--- src/rtl/i2c_regslave_pkg.sv ---
package i2c_regslave_pkg;

    localparam int unsigned REG_AW = 8;
    localparam int unsigned DATA_W = 8;

    typedef logic [DATA_W-1:0] byte_t;
    typedef logic [REG_AW-1:0] regaddr_t;

    typedef enum logic [2:0] {
        ST_IDLE,
        ST_ADDR,
        ST_PTR,
        ST_WR,
        ST_ACK,
        ST_RD,
        ST_RD_ACK
    } bus_state_e;

    // Synchronized line levels and single-cycle bus events
    typedef struct packed {
        logic scl;
        logic sda;
        logic scl_rise;
        logic scl_fall;
        logic start;
        logic stop;
    } bus_ev_t;

    function automatic logic addr_hit(input byte_t rx, input logic [5:0] fixed_hi,
                                      input logic lsb);
        return rx[7:1] == {fixed_hi, lsb};
    endfunction

endpackage

--- src/rtl/i2c_line_sync.sv ---
module i2c_line_sync
    import i2c_regslave_pkg::*;
#(
    parameter int unsigned STAGES = 2
) (
    input  logic    clk,
    input  logic    rst,
    input  logic    scl_in,
    input  logic    sda_in,
    output bus_ev_t ev
);
    localparam int unsigned TOP = STAGES - 1;

    logic [1:0] line_in;
    logic [1:0] line_now;
    logic [1:0] line_old;

    assign line_in = {scl_in, sda_in};

    // One synchronizer chain per bus line
    for (genvar g = 0; g < 2; g++) begin : g_line
        logic [STAGES-1:0] pipe;
        always_ff @(posedge clk) begin
            if (rst) begin
                pipe        <= '1;
                line_old[g] <= 1'b1;
            end else begin
                pipe        <= {pipe[STAGES-2:0], line_in[g]};
                line_old[g] <= pipe[TOP];
            end
        end
        assign line_now[g] = pipe[TOP];
    end

    always_comb begin
        ev.scl      = line_now[1];
        ev.sda      = line_now[0];
        ev.scl_rise = line_now[1] & ~line_old[1];
        ev.scl_fall = ~line_now[1] & line_old[1];
        ev.start    = line_now[1] & line_old[1] & line_old[0] & ~line_now[0];
        ev.stop     = line_now[1] & line_old[1] & ~line_old[0] & line_now[0];
    end

endmodule

--- src/rtl/i2c_sda_watch.sv ---
module i2c_sda_watch #(
    parameter int unsigned LIMIT = 3125000
) (
    input  logic clk,
    input  logic rst,
    input  logic sda_low,
    output logic expired
);
    localparam int unsigned CW = $clog2(LIMIT + 1);

    logic [CW-1:0] cnt;

    always_ff @(posedge clk) begin
        if (rst || !sda_low) begin
            cnt <= '0;
        end else if (cnt != CW'(LIMIT)) begin
            cnt <= cnt + 1'b1;
        end
    end

    // Single pulse when the low stretch reaches the limit
    assign expired = sda_low && (cnt == CW'(LIMIT - 1));


    count_bound_chk: assert property (@(posedge clk) disable iff (rst)
        cnt <= CW'(LIMIT));


    single_pulse_chk: assert property (@(posedge clk) disable iff (rst)
        expired |=> !expired);

endmodule

--- src/rtl/i2c_reg_array.sv ---
module i2c_reg_array #(
    parameter int unsigned AW = 8,
    parameter int unsigned DW = 8
) (
    input  logic          clk,
    input  logic          rst,
    input  logic          we,
    input  logic [AW-1:0] waddr,
    input  logic [DW-1:0] wdata,
    input  logic [AW-1:0] raddr,
    output logic [DW-1:0] rdata
);
    localparam int unsigned DEPTH = 1 << AW;

    logic [DW-1:0] mem [DEPTH];

    for (genvar g = 0; g < DEPTH; g++) begin : g_reg
        always_ff @(posedge clk) begin
            if (rst) begin
                mem[g] <= '0;
            end else if (we && (waddr == AW'(g))) begin
                mem[g] <= wdata;
            end
        end
    end

    assign rdata = mem[raddr];

endmodule

--- src/rtl/i2c_regslave.sv ---
module i2c_regslave
    import i2c_regslave_pkg::*;
#(
    parameter logic [5:0]  DEV_ADDR_HI    = 6'b111000,
    parameter int unsigned TIMEOUT_CYCLES = 3125000,
    parameter int unsigned SYNC_STAGES    = 2
) (
    input  logic clk,
    input  logic rst,
    input  logic addr_sel,
    input  logic scl_i,
    input  logic sda_i,
    output logic sda_oe
);
    bus_ev_t    ev;
    logic       expired;
    bus_state_e state;
    bus_state_e ack_next;
    logic [2:0] cnt;
    logic       bit_done;
    byte_t      sh;
    regaddr_t   ptr;
    byte_t      rdata;
    logic       master_ack;
    logic       wr_fire;
    logic       quiet;

    i2c_line_sync #(.STAGES(SYNC_STAGES)) u_sync (
        .clk    (clk),
        .rst    (rst),
        .scl_in (scl_i),
        .sda_in (sda_i),
        .ev     (ev)
    );

    i2c_sda_watch #(.LIMIT(TIMEOUT_CYCLES)) u_watch (
        .clk     (clk),
        .rst     (rst),
        .sda_low (~ev.sda),
        .expired (expired)
    );

    i2c_reg_array #(.AW(REG_AW), .DW(DATA_W)) u_regs (
        .clk   (clk),
        .rst   (rst),
        .we    (wr_fire),
        .waddr (ptr),
        .wdata (sh),
        .raddr (ptr),
        .rdata (rdata)
    );

    // No overriding bus event this cycle
    assign quiet   = !expired && !ev.stop && !ev.start;
    assign wr_fire = quiet && (state == ST_WR) && ev.scl_fall && bit_done;

    always_ff @(posedge clk) begin
        if (rst) begin
            state      <= ST_IDLE;
            ack_next   <= ST_IDLE;
            sda_oe     <= 1'b0;
            cnt        <= '0;
            bit_done   <= 1'b0;
            sh         <= '0;
            ptr        <= '0;
            master_ack <= 1'b0;
        end else if (expired || ev.stop) begin
            state  <= ST_IDLE;
            sda_oe <= 1'b0;
        end else if (ev.start) begin
            state    <= ST_ADDR;
            sda_oe   <= 1'b0;
            cnt      <= '0;
            bit_done <= 1'b0;
        end else begin
            unique case (state)
                ST_ADDR, ST_PTR, ST_WR: begin
                    if (ev.scl_rise) begin
                        sh       <= {sh[6:0], ev.sda};
                        cnt      <= cnt + 1'b1;
                        bit_done <= (cnt == 3'd7);
                    end else if (ev.scl_fall && bit_done) begin
                        bit_done <= 1'b0;
                        cnt      <= '0;
                        if (state == ST_ADDR) begin
                            if (addr_hit(sh, DEV_ADDR_HI, addr_sel)) begin
                                sda_oe   <= 1'b1;
                                ack_next <= sh[0] ? ST_RD : ST_PTR;
                                state    <= ST_ACK;
                            end else begin
                                state <= ST_IDLE;
                            end
                        end else begin
                            if (state == ST_PTR) begin
                                ptr <= sh;
                            end else begin
                                ptr <= ptr + 1'b1;
                            end
                            sda_oe   <= 1'b1;
                            ack_next <= ST_WR;
                            state    <= ST_ACK;
                        end
                    end
                end
                ST_ACK: begin
                    if (ev.scl_fall) begin
                        if (ack_next == ST_RD) begin
                            sh     <= rdata;
                            ptr    <= ptr + 1'b1;
                            sda_oe <= ~rdata[7];
                            cnt    <= '0;
                        end else begin
                            sda_oe <= 1'b0;
                        end
                        state <= ack_next;
                    end
                end
                ST_RD: begin
                    if (ev.scl_fall) begin
                        if (cnt == 3'd7) begin
                            sda_oe <= 1'b0;
                            state  <= ST_RD_ACK;
                        end else begin
                            cnt    <= cnt + 1'b1;
                            sh     <= {sh[6:0], 1'b0};
                            sda_oe <= ~sh[6];
                        end
                    end
                end
                ST_RD_ACK: begin
                    if (ev.scl_rise) begin
                        master_ack <= ~ev.sda;
                    end else if (ev.scl_fall) begin
                        if (master_ack) begin
                            sh     <= rdata;
                            ptr    <= ptr + 1'b1;
                            sda_oe <= ~rdata[7];
                            cnt    <= '0;
                            state  <= ST_RD;
                        end else begin
                            state <= ST_IDLE;
                        end
                    end
                end
                default: ;
            endcase
        end
    end


    drive_on_low_clk_chk: assert property (@(posedge clk) disable iff (rst)
        $rose(sda_oe) |-> !ev.scl);


    stop_release_chk: assert property (@(posedge clk) disable iff (rst)
        ev.stop |=> !sda_oe);


    timeout_release_chk: assert property (@(posedge clk) disable iff (rst)
        expired |=> (!sda_oe && state == ST_IDLE));


    ptr_step_chk: assert property (@(posedge clk) disable iff (rst)
        wr_fire |=> ptr == regaddr_t'($past(ptr) + 1'b1));


    nack_release_chk: assert property (@(posedge clk) disable iff (rst)
        (state == ST_RD_ACK && ev.scl_fall && !master_ack && quiet) |=> !sda_oe);

endmodule

--- config.mk ---
export PLATFORM = sky130hd
export DESIGN_NAME = i2c_regslave
export DESIGN_NICKNAME = d
export VERILOG_FILES = /design/src/rtl/i2c_regslave_pkg.sv /design/src/rtl/i2c_line_sync.sv /design/src/rtl/i2c_sda_watch.sv /design/src/rtl/i2c_reg_array.sv /design/src/rtl/i2c_regslave.sv
export SDC_FILE = /design/constraint.sdc
export NUM_CORES = 2
export LEC_CHECK = 0
export ABC_AREA = 1
export BUFFER_PORTS_ARGS = -buffer_cell sky130_fd_sc_hd__buf_2
export CAP_MARGIN = 25
export CORE_ASPECT_RATIO = 1.25
export CORE_MARGIN = 2
export CORE_UTILIZATION = 45
export CTS_BUF_LIST = sky130_fd_sc_hd__clkbuf_8
export DETAILED_ROUTE_END_ITERATION = 16
export REMOVE_ABC_BUFFERS = 1
export SLEW_MARGIN = 10
export SYNTH_ARGS = -nofsm -noshare
export SYNTH_HDL_FRONTEND = slang
export SYNTH_SLANG_ARGS = --single-unit
--- constraint.sdc ---
create_clock -name clk -period 3.9 [get_ports clk]
set_input_delay 0.195 -clock clk [delete_from_list [all_inputs] [get_ports clk]]
set_output_delay 0.195 -clock clk [all_outputs]
set_load 0.02 [all_outputs]
Yosys cells after proc, flatten, opt, wreduce, memory -nomap -nowiden
Memory sizes are Yosys's and may differ from the RTL's. A register that Yosys moved wholly into a read port is not among the register bits.
Index checks and enable logic that the tools add are counted.
{"block": "classes", "bitwise": 272, "eq_ne": 291, "n_addsub": 3, "n_reduce_logical": 286, "mux": 1089}
{"op": "$mux W8", "count": 275}
{"op": "$eq A8 B8 Y1 const B", "count": 128}
{"op": "$mux W1", "count": 786}
{"op": "$eq A8 B7 Y1 const B", "count": 64}
{"op": "$logic_and A1 B1 Y1", "count": 263}
{"op": "$eq A8 B6 Y1 const B", "count": 32}
{"op": "$or A1 B1 Y1", "count": 256}
{"op": "$eq A8 B5 Y1 const B", "count": 16}
{"op": "$mux W3", "count": 23}
{"op": "$eq A8 B4 Y1 const B", "count": 8}
{"op": "$ne A3 B3 Y1 const B", "count": 11}
{"op": "$eq A8 B3 Y1 const B", "count": 4}
{"op": "$pmux W8 S4", "count": 1}
{"op": "$ne A2 B2 Y1 const B", "count": 12}
{"op": "$pmux W3 S4", "count": 2}
{"op": "$pmux W8 S3", "count": 1}
{"op": "$add A22 B1 Y22 const B", "count": 1}
{"op": "$eq A22 B22 Y1 const B", "count": 1}
{"op": "$ne A22 B22 Y1 const B", "count": 1}
{"op": "$reduce_and A11 Y1", "count": 2}
{"op": "$eq A8 B2 Y1 const B", "count": 2}
{"op": "$reduce_and A8 Y1", "count": 2}
{"op": "$eq A3 B3 Y1 const B", "count": 5}
{"op": "$reduce_and A10 Y1", "count": 1}
{"op": "other kinds (24)", "count": 44}
{"block": "totals", "memories": 1, "register_bits": 56, "ram_bits": 2048, "elab_cells": 1956, "in_bits": 5, "output_inout_bits": 1}
{"name": "u_regs.mem", "words": 256, "width": 8, "rd": 1, "rd_ports_with_merged_regs": 1, "wr": 256, "line": "i2c_reg_array.sv:15", "text": "logic [DW-1:0] mem [DEPTH];"}

Depth between registers and ports, before layout
{"block": "logic_depth", "word_depth": 14, "depth_mapped": 15, "mapped_depth_nobuf": 13}

By module
Synthesis repeated with hierarchy kept, for this count alone.
{"block": "unflattened", "cells_unflattened": 10159, "hier_area_um2": 98259.2}
{"mod": "i2c_reg_array", "instances": 1, "seq_area_each_um2": 61499.0, "cells_per_inst": 9648, "area_each_um2": 94996.1}
{"mod": "i2c_regslave", "instances": 1, "seq_area_each_um2": 560.5, "cells_per_inst": 298, "area_each_um2": 1810.5}
{"mod": "i2c_sda_watch", "instances": 1, "seq_area_each_um2": 440.4, "cells_per_inst": 187, "area_each_um2": 1239.9}
{"mod": "i2c_line_sync", "instances": 1, "seq_area_each_um2": 120.1, "cells_per_inst": 26, "area_each_um2": 212.7}

Worst setup path after synthesis
Ideal clock, no wire load.
{"block": "synth_timing", "path_type": "reg-to-reg", "startpoint": "reg u_watch.cnt[0]", "endpoint": "mem u_regs.mem[25][1], enable pin", "setup_ns": 0.384, "slack_ns": 1.170, "path_buffers": 2, "period_less_slack_ns": 2.730, "arrival_time_ns": 2.346, "path_stages_with_launch": 13, "t_required_ns": 3.516, "path_cell_list": "dfxtp_1 > ha_1 > nand2_1 > nor3_1 > nand4_1 > nand2_2 > nor2_4 > nand3_4 > inv_2 > buf_6 > nand2_2 > clkbuf_1 > o21ai_0"}
{"item": "start, declared", "line": "i2c_sda_watch.sv:11", "text": "logic [CW-1:0] cnt;"}
{"item": "start signal, assigned", "line": "i2c_sda_watch.sv:17", "text": "cnt <= cnt + 1'b1;"}
{"item": "end, declared", "line": "i2c_reg_array.sv:15"}

==> reports/results.ini <==
[die]
fp.dieW_um = 420.4
start_util = 0.4514
fp.dieH_um = 524.5
std_cell_rows = 191
dieArea_mm2 = 0.2205
io_pins = 6
core_mm2 = 0.2160

[worst_hold_path]
min_path_type = input pin to flip-flop

[pwr]
p_leak_nw = 37.89
seqPwrFrac = 0.417
pwr-share-comb = 0.291
p_int_mw = 38.53
p_sw_mw = 24.08
clockPowerShare = 0.293
powerDensity_mw_per_mm2 = 576.5
ir_worst_vdd_uv = 653.7
netSwitchingFraction = 0.3846

[global_routing]
antenna_found_initial = 15
grt_max_degree = 180
grt.overflow.total = 0
first_global_vias = 74180
grt_pass1_wl_um = 482800
grtUsageMet2 = 0.4826
grt_use_met1 = 0.3696
grt_busiest_layer = met2
grtUsageTotal = 0.2952
met3_usage = 0.05343

[route]
drc = 4
wl_um = 333600
via_per_inst = 5.840
drt_iter0_markers = 10050
wl_per_cell_um = 25.25
drtAntennaViolNets = 0
firstDrtPassIters = 13
num_vias = 77180

[clock_tree]
clockBufferDepth = 4
insertion_delay_ps = 980
cts_buffers = 339
cts_htree_levels = 5
clockRootBuffer = clkbuf_8
tritoncts = done
clkSinkCount = 2112
clkTransAtPathRegs_ps = 60
ctsResizeCount = 0

[placement]
gp_congestion = 0.9404
dpl-instance-area_mm2 = 0.1018
place_inst = 12500
dp_slack_ps = 137.4
dp_hpwl_um = 200000
portBuffers = 5

[logic_synthesis]
synth_warnings = 0
synth_top_area_cell = edfxtp_1
ys_ff_latch = 2112
avgSynthCellArea_um2 = 9.715
synth.area.mux_share = 0
synth_compound_area_frac = 0.01885
synth_top_area_share = 0.6307
synthXorXnorAreaFrac = 0.0002694
synth.distinct_cells = 41
yosys.area_share.adder = 0.001026
netlist_instances = 10040
syn_area_mm2 = 0.09751
synth_simple_gate_area_frac = 0.2975
synth_top_family_by_area = simple AND/OR/NAND/NOR gates
yosysSeqAreaShare = 0.6438
synth_area_leaders = edfxtp_1, nand3_1, nor2_1

[cells_and_area]
drive_above_1_share = 0.1062
final_cell_mix = nand3_1, nor2_1, nand2_1
fin_util = 0.5027
fin_area_mm2 = 0.1086
final_common_cell = nand3_1
instances_no_fill = 13220
area_delta_synth_final_pct = 11.36
finalNetCount = 10060

[sta]
final.setup.worst_slack_ps = 250.7
maxSlewViolCount = 0
finalClockSkew_ps = 59.29
hold_violations = 0
maxSlewHeadroom = 0.2398
period_minus_slack_ps = 3649
rsz0062_at_grt = no
min_period_over_period = 0.9357
hold_ws_ps = 370.5
finalSetupViolCount = 0
tightest_slew_ps = 1140
fmax_mhz = 274.0

[setup_path]
worstSetupPathType = flip-flop to flip-flop
start_kind = flip-flop
worstPathArrival_ps = 4300
required_ps = 4550
endpoint_kind = flip-flop
worstPathMaxFanout = 15

[job]
maxCapViolCount = 0

[status]
violations = design-rule violations
status = complete, but fails checks

[Yosys cell counts, drive strengths merged]
master   instances
nand3         2244
nor2          2137
nand2         2124
edfxtp        2048
clkbuf         611
o21ai          291
buf            196
inv            127
nand4           76
dfxtp           64
a21oi           46
nor3            19
ha               8
nor4             8
a31oi            7
clkinv           6
or2              6
a211oi           5
nor3b            3
xor2             3
o21a             2
o31ai            2
a221oi           1
a22oi            1
o2111ai          1
o211ai           1
o21bai           1
[final timing paths]
check	cells past startpoint	startpoint	slack (ps)	endpoint
min	3	rst	370	ack_next[2]$_SDFFE_PP0P_
max	13	u_watch.cnt[0]$_SDFFE_PP0P_	250	u_regs.mem[182][2]$_SDFFCE_PN0P_
max reg2reg	13	u_watch.cnt[0]$_SDFFE_PP0P_	250	u_regs.mem[182][2]$_SDFFCE_PN0P_
min reg2reg	1	u_sync.g_line[0].pipe[0]$_SDFF_PP1_	420	u_sync.g_line[0].pipe[1]$_SDFF_PP1_
[kinds of logic after synthesis]
| family | after synthesis |
|---|---|
| and+or+nand+nor | 6617 |
| DFF | 2112 |
| buffers and inverters | 940 |
| AOI/OAI and AO/OA | 358 |
| adders and majority gates | 8 |
| xor gates and xnor gates | 3 |
[per-stage QoR]
| step | power (mW) | setup TNS [ps] |
|---|---|---|
| global route | 64.41 | 0 |
| CTS | 62.31 | 0 |
| detailed placement | 44.26 | 0 |
| global placement | 44.19 | -2337 |
| finish | 62.60 | 0 |
| floorplan | 35.32 | - |
[critical path, stage by stage (launching register included)]
cell     delay [ps]
dfxtp_1         330
ha_1            220
nand2_1         110
nor3_1           60
nand4_1         310
nand2_2         140
nor2_4          170
nand3_4          90
inv_2           390
buf_4           230
nand2_4         280
buf_4           300
o21ai_0         400
buf_4           270
[power by group through the flow]
| stage | Combinational, mW | Clock (mW) | Sequential, mW |
|---|---|---|---|
| finish | 18.2 | 18.3 | 26.1 |
| global route | 18.9 | 19.4 | 26.1 |
| CTS | 17.8 | 18.5 | 26.1 |
| detailed placement | 17.7 | 0 | 26.6 |
| global placement | 17.7 | 0 | 26.5 |
| floorplan | 8.18 | 0 | 27.1 |
[final cells by class]
cell class,instances,area [µm²]
Antenna cell,13,32.53
Timing Repair Buffer,479,4244
Clock inverter,244,1364
Fill cell,19940,107400
Multi-Input combinational cell,6986,31060
Clock buffer,353,4858
Inverter,133,611.8
Tap cell,2895,3622
Sequential cell,2112,62800
[layer usage]
metal | vias up | part of all wire
li1 | 34490 | -
met5 | - | 0.00012
met1 | 37700 | 0.37
met2 | 4126 | 0.48
met3 | 865 | 0.092
met4 | 6 | 0.059
[repair_timing]
action,4_1_cts,5_1_grt
buffers inserted,0,0
hold buffers,8,0
endpoints found under the hold margin,21,0
[flip-flops by register name (all words and copies together) (netlist names), named ones only]
| signal | flops |
|---|---|
| u_regs.mem | 2048 |
| u_watch.cnt | 22 |
| ptr | 8 |
| sh | 8 |
| u_sync.g_line.pipe | 4 |
| ack_next | 3 |
| cnt | 3 |
| state | 3 |
| u_sync.line_old | 2 |
| bit_done | 1 |
| master_ack | 1 |
| sda_oe | 1 |
Power figures use the tool's default switching activity.
